===== config.mk =====
export PLATFORM = sky130hd
export DESIGN_NAME = accel_bus_glue
export DESIGN_NICKNAME = d
export VERILOG_FILES = /design/src/rtl/glue_pkg.sv /design/src/rtl/glue_decode.sv /design/src/rtl/glue_strobe.sv /design/src/rtl/glue_dtack_sync.sv /design/src/rtl/glue_waitgen.sv /design/src/rtl/accel_bus_glue.sv
export SDC_FILE = /design/constraint.sdc
export NUM_CORES = 1
export LEC_CHECK = 0
export BUFFER_PORTS_ARGS = -buffer_cell sky130_fd_sc_hd__buf_4
export CORE_AREA = 2 2 39 41
export DETAILED_ROUTE_END_ITERATION = 8
export DIE_AREA = 0 0 41 43
export PLACE_DENSITY = 0.78
export SLEW_MARGIN = 20
export SYNTH_ARGS = -nofsm -noshare
export SYNTH_HDL_FRONTEND = slang
export SYNTH_HIERARCHICAL = 1
export SYNTH_SLANG_ARGS = --single-unit

===== constraint.sdc =====
create_clock -name clk -period 1.8 [get_ports clk]
set_input_delay 0.09 -clock clk [delete_from_list [all_inputs] [get_ports clk]]
set_output_delay 0.09 -clock clk [all_outputs]
set_load 0.05 [all_outputs]

===== src/rtl/glue_pkg.sv =====
package glue_pkg;

    localparam int ADDR_W = 24;

    typedef enum logic [1:0] {
        TGT_NONE = 2'd0,
        TGT_HOST = 2'd1,
        TGT_RAM  = 2'd2,
        TGT_ROM  = 2'd3
    } tgt_e;

    typedef struct packed {
        logic uds_n;
        logic lds_n;
    } strobe_t;

    localparam logic [1:0] SIZ_LONG  = 2'b00;
    localparam logic [1:0] SIZ_BYTE  = 2'b01;
    localparam logic [1:0] SIZ_WORD  = 2'b10;
    localparam logic [1:0] SIZ_TRIPL = 2'b11;

    // Fixed host windows
    localparam logic [ADDR_W-1:0] LOWBANK_END  = 24'h1FFFFF;
    localparam logic [ADDR_W-1:0] MIDBANK_LO   = 24'h600000;
    localparam logic [ADDR_W-1:0] MIDBANK_HI   = 24'h9FFFFF;
    localparam logic [ADDR_W-1:0] PERIPH_LO    = 24'hBFD000;
    localparam logic [ADDR_W-1:0] PERIPH_HI    = 24'hBFFFFF;
    localparam logic [ADDR_W-1:0] TOPBANK_LO   = 24'hDF0000;

    function automatic logic in_span(input logic [ADDR_W-1:0] a,
                                     input logic [ADDR_W:0]   lo,
                                     input logic [ADDR_W:0]   span);
        logic [ADDR_W:0] wa;
        wa = {1'b0, a};
        return (wa >= lo) && (wa < lo + span);
    endfunction

    function automatic logic is_periph(input logic [ADDR_W-1:0] a);
        return (a >= PERIPH_LO) && (a <= PERIPH_HI);
    endfunction

    function automatic logic is_midbank(input logic [ADDR_W-1:0] a);
        return (a >= MIDBANK_LO) && (a <= MIDBANK_HI);
    endfunction

    function automatic logic host_hit(input logic [ADDR_W-1:0] a,
                                      input logic              model);
        logic lo_b, mid_b, per_b, top_b;
        lo_b  = (a <= LOWBANK_END);
        mid_b = model && is_midbank(a);
        per_b = is_periph(a) && !a[0];
        top_b = (a >= TOPBANK_LO);
        return lo_b || mid_b || per_b || top_b;
    endfunction

    // Byte lanes on a 16-bit port for the first bus cycle of a transfer
    function automatic strobe_t lane_strobes(input logic       a0,
                                             input logic [1:0] siz);
        strobe_t s;
        s.uds_n = a0;
        s.lds_n = !(a0 || (siz != SIZ_BYTE));
        return s;
    endfunction

endpackage


===== src/rtl/glue_decode.sv =====
module glue_decode
    import glue_pkg::*;
#(
    parameter logic [ADDR_W:0] RAM_BASE = 25'h0200000,
    parameter logic [ADDR_W:0] RAM_SIZE = 25'h0400000,
    parameter logic [ADDR_W:0] ROM_BASE = 25'h0A00000,
    parameter logic [ADDR_W:0] ROM_SIZE = 25'h0080000
) (
    input  logic              clk,
    input  logic              rst,
    input  logic              as_act,
    input  logic [ADDR_W-1:0] addr,
    input  logic              host_model,
    output tgt_e              tgt
);

    always_comb begin
        if (host_hit(addr, host_model))
            tgt = TGT_HOST;
        else if (in_span(addr, RAM_BASE, RAM_SIZE))
            tgt = TGT_RAM;
        else if (in_span(addr, ROM_BASE, ROM_SIZE))
            tgt = TGT_ROM;
        else
            tgt = TGT_NONE;
    end

    // odd bytes of the peripheral window never reach the host
    p_odd_periph_r3: assert property (@(posedge clk) disable iff (rst)
        (as_act && is_periph(addr) && addr[0]) |-> (tgt == TGT_NONE));

    // the middle window is closed for the host model without it
    p_midbank_model_r2: assert property (@(posedge clk) disable iff (rst)
        (as_act && !host_model && is_midbank(addr)) |-> (tgt != TGT_HOST));

endmodule


===== src/rtl/glue_strobe.sv =====
module glue_strobe
    import glue_pkg::*;
(
    input  logic       clk,
    input  logic       rst,
    input  logic       as_act,
    input  tgt_e       tgt,
    input  logic       a0,
    input  logic [1:0] siz,
    output logic       host_as_n,
    output strobe_t    lanes
);

    strobe_t lanes_next;

    always_comb lanes_next = lane_strobes(a0, siz);

    always_ff @(posedge clk) begin
        if (rst) begin
            host_as_n <= 1'b1;
            lanes     <= '{uds_n: 1'b1, lds_n: 1'b1};
        end else if (as_act && (tgt == TGT_HOST)) begin
            host_as_n <= 1'b0;
            lanes     <= lanes_next;
        end else begin
            host_as_n <= 1'b1;
            lanes     <= '{uds_n: 1'b1, lds_n: 1'b1};
        end
    end

    // strobes drop one edge after the processor strobe goes away
    p_strobe_release_r8: assert property (@(posedge clk) disable iff (rst)
        !as_act |=> (host_as_n && lanes.uds_n && lanes.lds_n));

    // an active host cycle always enables at least one lane
    p_lane_present_r4: assert property (@(posedge clk) disable iff (rst)
        !host_as_n |-> !(lanes.uds_n && lanes.lds_n));

endmodule


===== src/rtl/glue_dtack_sync.sv =====
module glue_dtack_sync #(
    parameter int STAGES = 2
) (
    input  logic clk,
    input  logic rst,
    input  logic din_n,
    output logic dout_n
);

    logic [STAGES-1:0] chain;

    always_ff @(posedge clk) begin
        if (rst) chain <= '1;
        else     chain <= {chain[STAGES-2:0], din_n};
    end

    assign dout_n = chain[STAGES-1];

endmodule


===== src/rtl/glue_waitgen.sv =====
module glue_waitgen #(
    parameter int DEPTH = 4
) (
    input  logic             clk,
    input  logic             rst,
    input  logic             as_act,
    output logic [DEPTH-1:0] taps
);

    always_ff @(posedge clk) begin
        if (rst || !as_act) taps <= '0;
        else                taps <= {taps[DEPTH-2:0], 1'b1};
    end

    // each tap is reached only after an uninterrupted run of strobe
    p_first_tap_r7: assert property (@(posedge clk) disable iff (rst)
        taps[0] |-> $past(as_act));

    for (genvar i = 1; i < DEPTH; i++) begin : g_tap_chk
        p_tap_chain_r7: assert property (@(posedge clk) disable iff (rst)
            taps[i] |-> $past(taps[i-1] && as_act));
    end

endmodule


===== src/rtl/accel_bus_glue.sv =====
module accel_bus_glue
    import glue_pkg::*;
#(
    parameter logic [ADDR_W:0] RAM_BASE      = 25'h0200000,
    parameter logic [ADDR_W:0] RAM_SIZE      = 25'h0400000,
    parameter logic [ADDR_W:0] ROM_BASE      = 25'h0A00000,
    parameter logic [ADDR_W:0] ROM_SIZE      = 25'h0080000,
    parameter int              RAM_WAIT      = 3,
    parameter int              ROM_WAIT_FAST = 3,
    parameter int              ROM_WAIT_SLOW = 4,
    parameter int              SYNC_STAGES   = 2
) (
    input  logic              clk,
    input  logic              rst,
    input  logic              cpu_as_n,
    input  logic [ADDR_W-1:0] cpu_addr,
    input  logic [1:0]        cpu_siz,
    input  logic              host_model,
    input  logic              rom_slow,
    input  logic              host_dtack_n,
    output logic              host_as_n,
    output logic              host_uds_n,
    output logic              host_lds_n,
    output logic [1:0]        cpu_dsack_n
);

    localparam int ROM_MAX = (ROM_WAIT_SLOW > ROM_WAIT_FAST) ? ROM_WAIT_SLOW : ROM_WAIT_FAST;
    localparam int DEPTH   = (RAM_WAIT > ROM_MAX) ? RAM_WAIT : ROM_MAX;

    logic             as_act;
    tgt_e             tgt;
    strobe_t          lanes;
    logic             dtack_s_n;
    logic [DEPTH-1:0] taps;
    logic             ram_due, rom_due;
    logic             host_ok, local_ok;

    assign as_act = !cpu_as_n;

    glue_decode #(
        .RAM_BASE(RAM_BASE), .RAM_SIZE(RAM_SIZE),
        .ROM_BASE(ROM_BASE), .ROM_SIZE(ROM_SIZE)
    ) u_decode (
        .clk(clk), .rst(rst), .as_act(as_act), .addr(cpu_addr),
        .host_model(host_model), .tgt(tgt)
    );

    glue_strobe u_strobe (
        .clk(clk), .rst(rst), .as_act(as_act), .tgt(tgt),
        .a0(cpu_addr[0]), .siz(cpu_siz),
        .host_as_n(host_as_n), .lanes(lanes)
    );

    glue_dtack_sync #(.STAGES(SYNC_STAGES)) u_sync (
        .clk(clk), .rst(rst), .din_n(host_dtack_n), .dout_n(dtack_s_n)
    );

    glue_waitgen #(.DEPTH(DEPTH)) u_wait (
        .clk(clk), .rst(rst), .as_act(as_act), .taps(taps)
    );

    assign host_uds_n = lanes.uds_n;
    assign host_lds_n = lanes.lds_n;

    always_comb begin
        ram_due  = taps[RAM_WAIT-1];
        rom_due  = rom_slow ? taps[ROM_WAIT_SLOW-1] : taps[ROM_WAIT_FAST-1];
        host_ok  = as_act && (tgt == TGT_HOST) && !host_as_n && !dtack_s_n;
        local_ok = as_act && (((tgt == TGT_RAM) && ram_due) ||
                              ((tgt == TGT_ROM) && rom_due));
        cpu_dsack_n[1] = !(host_ok || local_ok);
        cpu_dsack_n[0] = !local_ok;
    end

    // the host never claims an 8-bit or 32-bit port
    p_host_word_only_r5: assert property (@(posedge clk) disable iff (rst)
        (tgt == TGT_HOST) |-> cpu_dsack_n[0]);

    // a host acknowledge is seen only after two synchronizer edges
    p_sync_lag_r5: assert property (@(posedge clk) disable iff (rst)
        (!cpu_dsack_n[1] && (tgt == TGT_HOST)) |-> $past(!host_dtack_n, 2));

    // unmapped accesses stay unacknowledged
    p_none_quiet_r9: assert property (@(posedge clk) disable iff (rst)
        (tgt == TGT_NONE) |-> (cpu_dsack_n == 2'b11));

    // no acknowledge without a processor strobe
    p_dsack_drop_r8: assert property (@(posedge clk) disable iff (rst)
        cpu_as_n |-> (cpu_dsack_n == 2'b11));

    // a ROM acknowledge needs at least three strobe edges behind it
    p_rom_min_wait_r7: assert property (@(posedge clk) disable iff (rst)
        (!cpu_dsack_n[0] && (tgt == TGT_ROM)) |->
            ($past(as_act, 1) && $past(as_act, 2) && $past(as_act, 3)));

endmodule


Word level (Yosys, flattened, before mapping)
Cells that the tools add are included.
{ "word_totals": {"register_bits": 9, "input_bits": 32} }
{ "classes": {"n_lt_le_gt_ge": 10, "eq_ne": 4, "muxes": 6, "bitwise": 1, "reduce_logical": 27} }
{ "ops": {"columns": ["op", "n"], "rows": [
  ["$ge A24 B24 Y1 const B", 3],
  ["$le A24 B24 Y1 const B", 2],
  ["$ge A24 B22 Y1 const B", 1],
  ["$ge A24 B23 Y1 const B", 1],
  ["$le A24 B21 Y1 const B", 1],
  ["$lt A24 B23 Y1 const B", 1],
  ["$lt A24 B24 Y1 const B", 1],
  ["$logic_and A1 B1 Y1", 12],
  ["$logic_not A1 Y1", 7],
  ["$logic_or A1 B1 Y1", 7],
  ["$mux W2", 3],
  ["$eq A2 B2 Y1 const B", 2],
  ["$mux W1", 3],
  ["$eq A2 B1 Y1 const B", 1],
  ["$ne A2 B1 Y1 const B", 1],
  ["$reduce_or A2 Y1", 1],
  ["$not A1 Y1", 1]
]} }

Logic depth before layout (Yosys ltp)
{ "logic_depth": {"word_depth": 13, "depth_mapped": 6} }

Cells and area by module
The synthesis kept the hierarchy.
{ "by_module_without_submodules": {"columns": ["module", "n_inst", "cells_per_inst", "area_per_inst_um2", "seq_area_each_um2"], "rows": [
  ["glue_waitgen", 1, 8, 118.9, 80.1],
  ["glue_strobe", 1, 8, 93.8, 60.1],
  ["glue_decode", 1, 13, 90.1, 0.0],
  ["glue_dtack_sync", 1, 4, 52.6, 40.0],
  ["accel_bus_glue", 1, 7, 47.5, 0.0]
]} }

Worst setup path after synthesis
No wires, ideal clock.
{ "synth_path": {"kind": "in2out", "start": "input port cpu_addr[20]", "end": "output port cpu_dsack_n[1]", "t_arrival_ns": 2.113, "required_ns": 1.710, "path_slack_ns": -0.403, "cell_stages": 6, "cell_sequence": "or3b_1 -> a222oi_1 -> a41o_1 -> nand2_1 -> mux2_4 -> a31oi_1"} }
{ "synth_between": {"elab_chain_cells": 13, "elab_cells_between_ends": 34, "cone_classes": "order compare (10); eq/ne (3); mux (3); reduce/logical (18)"} }
{ "synth_lines": {"columns": ["item", "line_no", "source"], "rows": [
  ["from (decl)", "accel_bus_glue.sv:16", "input logic [ADDR_W-1:0] cpu_addr,"],
  ["$ge A24 B23 Y1 or $le A24 B24 Y1 (tied branches)", "glue_pkg.sv:43", "return (a >= MIDBANK_LO) && (a <= MIDBANK_HI);"],
  ["$logic_and A1 B1 Y1", "glue_pkg.sv:43", null],
  ["$logic_and A1 B1 Y1", "glue_pkg.sv:50", "mid_b = model && is_midbank(a);"],
  ["$logic_or A1 B1 Y1 (3 in series)", "glue_pkg.sv:53", "return lo_b || mid_b || per_b || top_b;"],
  ["$mux W2 *", "glue_decode.sv:18", "if (host_hit(addr, host_model))"],
  ["net tgt[0]", "accel_bus_glue.sv:31", "tgt_e tgt;"],
  ["$eq A2 B1 Y1, or another cell as far along", "accel_bus_glue.sv:68", "host_ok = as_act && (tgt == TGT_HOST) && !host_as_n && !dtack_s_n;"],
  ["$logic_and A1 B1 Y1, on equally long branches", "accel_bus_glue.sv:68, accel_bus_glue.sv:69, accel_bus_glue.sv:70", null],
  ["$logic_and A1 B1 Y1 or $logic_or A1 B1 Y1 (tied branches)", "accel_bus_glue.sv:68, accel_bus_glue.sv:69", null],
  ["$logic_and A1 B1 Y1, on equally long branches", "accel_bus_glue.sv:68, accel_bus_glue.sv:69", null],
  ["$logic_or A1 B1 Y1 *", "accel_bus_glue.sv:71", "cpu_dsack_n[1] = !(host_ok || local_ok);"],
  ["$logic_not A1 Y1 *", "accel_bus_glue.sv:71", null],
  ["to (decl)", "accel_bus_glue.sv:24", "output logic [1:0] cpu_dsack_n"]
]} }
The timed path passes the listed nets; every way through them passes the cells marked *.

Final worst setup path
{ "layout_path": {"start": "input port cpu_addr[19]", "end": "output port cpu_dsack_n[1]"} }
The elaborated chain is that of the path after synthesis.

==> flow_summary.toml <==
[layout]
most-common-layout-cells = "24 x buf_4, 9 x dfxtp_1"
syn_to_final_growth_pct = 68.3
final_nets = 104
stdcell_count = 87
layout-drive-gt1-share = 0.535
diodes = 0
final_common_cell = "buf_4"
fin_util = 0.490

[power_and_ir_drop]
p_sw_mw = 0.103
leakagePower_nw = 0.313
p_per_area_nw_per_um2 = 656
ir_drop_uv = 380
swShare = 0.232
power_frac_seq = 0.468
power.share.clock = 0.338
combPwrFrac = 0.195
p_int_mw = 0.341

[synth]
synth_top_cell_area_share = 0.447
synth-seq-area-share = 0.447
ys_types = 24
ys.warnings.count = 6
synth_top_area_cell = "dfxtp_1"
netlist_area_um2 = 403
syn_nets = 72
synth_area_leaders = "dfxtp_1 45%, and3b_2 7.5%, mux2_4 3.7%"
avgSynthCellArea_um2 = 10.1
synth-seq-cells = 9
syn_inst = 40

[worst_setup_path]
crit_chain = "buf_6, or3b_1, a222oi_1, a41o_1, nand2_1, mux2_4, a31oi_4, buf_6"
worst_path_most_repeated_cell = "buf_6"
cpPeakStageDelay_ns = 0.36
cp.required_ns = 1.71
crit_type = "primary input to primary output"
slowest_stage = "or3b_1"
cp_top_family = "compound AO/OA/AOI/OAI gates"
worstSetupEndpointType = "primary output"
path_buf_inv = 2
critPathLaunchType = "primary input"
cp.arrival_ns = 1.74
path_max_fanout = 3

[floorplanning]
dieArea_um2 = 1760
ios = 37
die_h_um = 43
core-area_um2 = 1380
initial_core_util = 0.291
die_x_um = 41
rows = 14

[sta]
period_needed_ns = 1.83
slew_headroom = 0.824
finalSetupViolations = 1
tightestPinTransition_ns = 0.265
setup_tns_ns = -0.0271
maxSlewViolCount = 0
fin_ws_ns = -0.0271
fmax_mhz = 547
finalCritPeriodShare = 1.02
hold_viol = 0
rsz0062_at_grt = "yes"
fin_worst_skew_ns = 0.00150

[routing]
ant_nets = 0
drc = 0
drt_iter0_drc = 5
routed_wl_um = 875
via_count = 408
avgViaCountPerCell = 4.69
wire_per_inst_um = 10.1
dr.pass1.iters = 4

[place]
placed_cells = 83
routabilityCongestion = 0.667
post-dp-hpwl_um = 702
numPortBuffers = 25

[global_route]
grt_pass1_wl_mm = 1.39
antenna_found_initial = 0
grt_pass1_vias = 390
grt_overflow = 0
grt_usage = 0.115
grt_max_degree = 8

[clock_tree]
clk_pin_slew_ns = 0.06
clock_latency_ns = 0.25
clock_tree.root_cell = "clkbuf_4"
cts_tree = "built"
cts.sinks = 9
ctsHtreeMaxLevel = 1
clock_path_buffers = 2
cts_buffers = 3

[worst_hold_path]
worstHoldPathType = "primary input to register"

[outcome]
status = "finished with violations"
violations = "negative setup slack"

[run]
cap_viol_max_count = 0
[stage by stage]
| step | hold WS, ns | worst slack (ns) | instance area [um2] | total power [mW] |
|---|---|---|---|---|
| floorplan | 0.186 | 0.0296 | 418 | 0.248 |
| finish | 0.0204 | -0.0271 | 678 | 0.445 |
| CTS | 0.00979 | -0.0522 | 674 | 0.454 |
| detailed placement | 0.277 | -0.127 | 641 | 0.299 |
| global placement | 0.269 | -0.113 | 641 | 0.297 |
| global route | 0.0260 | -0.139 | 678 | 0.467 |
[final cells by class]
type | instances | area [um2]
Sequential cell | 9 | 180
Inverter | 2 | 7.51
Clock buffer | 4 | 26.3
Fill cell | 143 | 706
Multi-Input combinational cell | 29 | 230
Timing Repair Buffer | 27 | 214
Tap cell | 16 | 20.0
[power by group through the flow]
stage / clock, mW / sequential, mW / combinational (mW)
final: 0.150 / 0.208 / 0.0865
after global placement: 0 / 0.212 / 0.0844
after CTS: 0.158 / 0.208 / 0.0878
after global routing: 0.163 / 0.208 / 0.0949
after floorplan: 0 / 0.221 / 0.0269
after detailed placement: 0 / 0.212 / 0.0863
[synth_stat cells]
cell type  instances
and4bb_2           1
nand2b_1           2
and2b_2            1
nor2_1             3
and3b_2            3
o21ai_0            2
nor4_1             1
a222oi_1           1
o21ai_1            1
dfxtp_1            9
nor2b_1            1
a31oi_1            1
nand2_1            1
inv_1              2
mux2_4             1
o21bai_1           1
a22o_1             1
nand3_1            1
or3b_1             1
or2_1              2
a41o_1             1
and4_1             1
nand4b_1           1
and2_2             1
[final timing paths]
kind | from | endpoint | slack (ns) | depth (start not counted)
worst max-delay path | cpu_addr[19] | cpu_dsack_n[1] | -0.03 | 8
worst min-delay path | host_dtack_n | u_sync/chain[0]$_SDFF_PP1_ | 0.02 | 2
worst max register to register | u_wait/taps[2]$_SDFF_PP0_ | u_wait/taps[3]$_SDFF_PP0_ | 1.19 | 1
worst min register to register | u_sync/chain[0]$_SDFF_PP1_ | u_sync/chain[1]$_SDFF_PP1_ | 0.41 | 1
[cells by family (layout without fill, tap and decap cells)]
kind of cell | count (synthesis) | after routing | synth area share
AOI/OAI and AO/OA | 8 | 8 | 0.143
buffers and inverters | 2 | 33 | 0.0186
DFF | 9 | 9 | 0.447
muxes | 1 | 1 | 0.0373
and+or+nand+nor | 20 | 20 | 0.354
[state kept, by name, summed over array words and instances, names as in the netlist]
name,cells
u_sync/chain,2
u_strobe/host_as_n,1
u_strobe/lanes,2
u_wait/taps,4
[layer usage]
layer	vias up	global-route usage	routed length, um
met5	-	0	0
met4	0	0.0800	0
met3	0	0.0157	52
met2	12	0.200	483
met1	185	0.114	339
li1	211	-	-
[repair_timing]
item | in CTS | in global routing
resized for setup | 2 | 1
pin swaps | 4 | 0
buffers inserted | 0 | 0
setup endpoints to repair | 2 | 2
hold buffers | 0 | 0
Note: power is estimated with default switching activity, not from simulation.
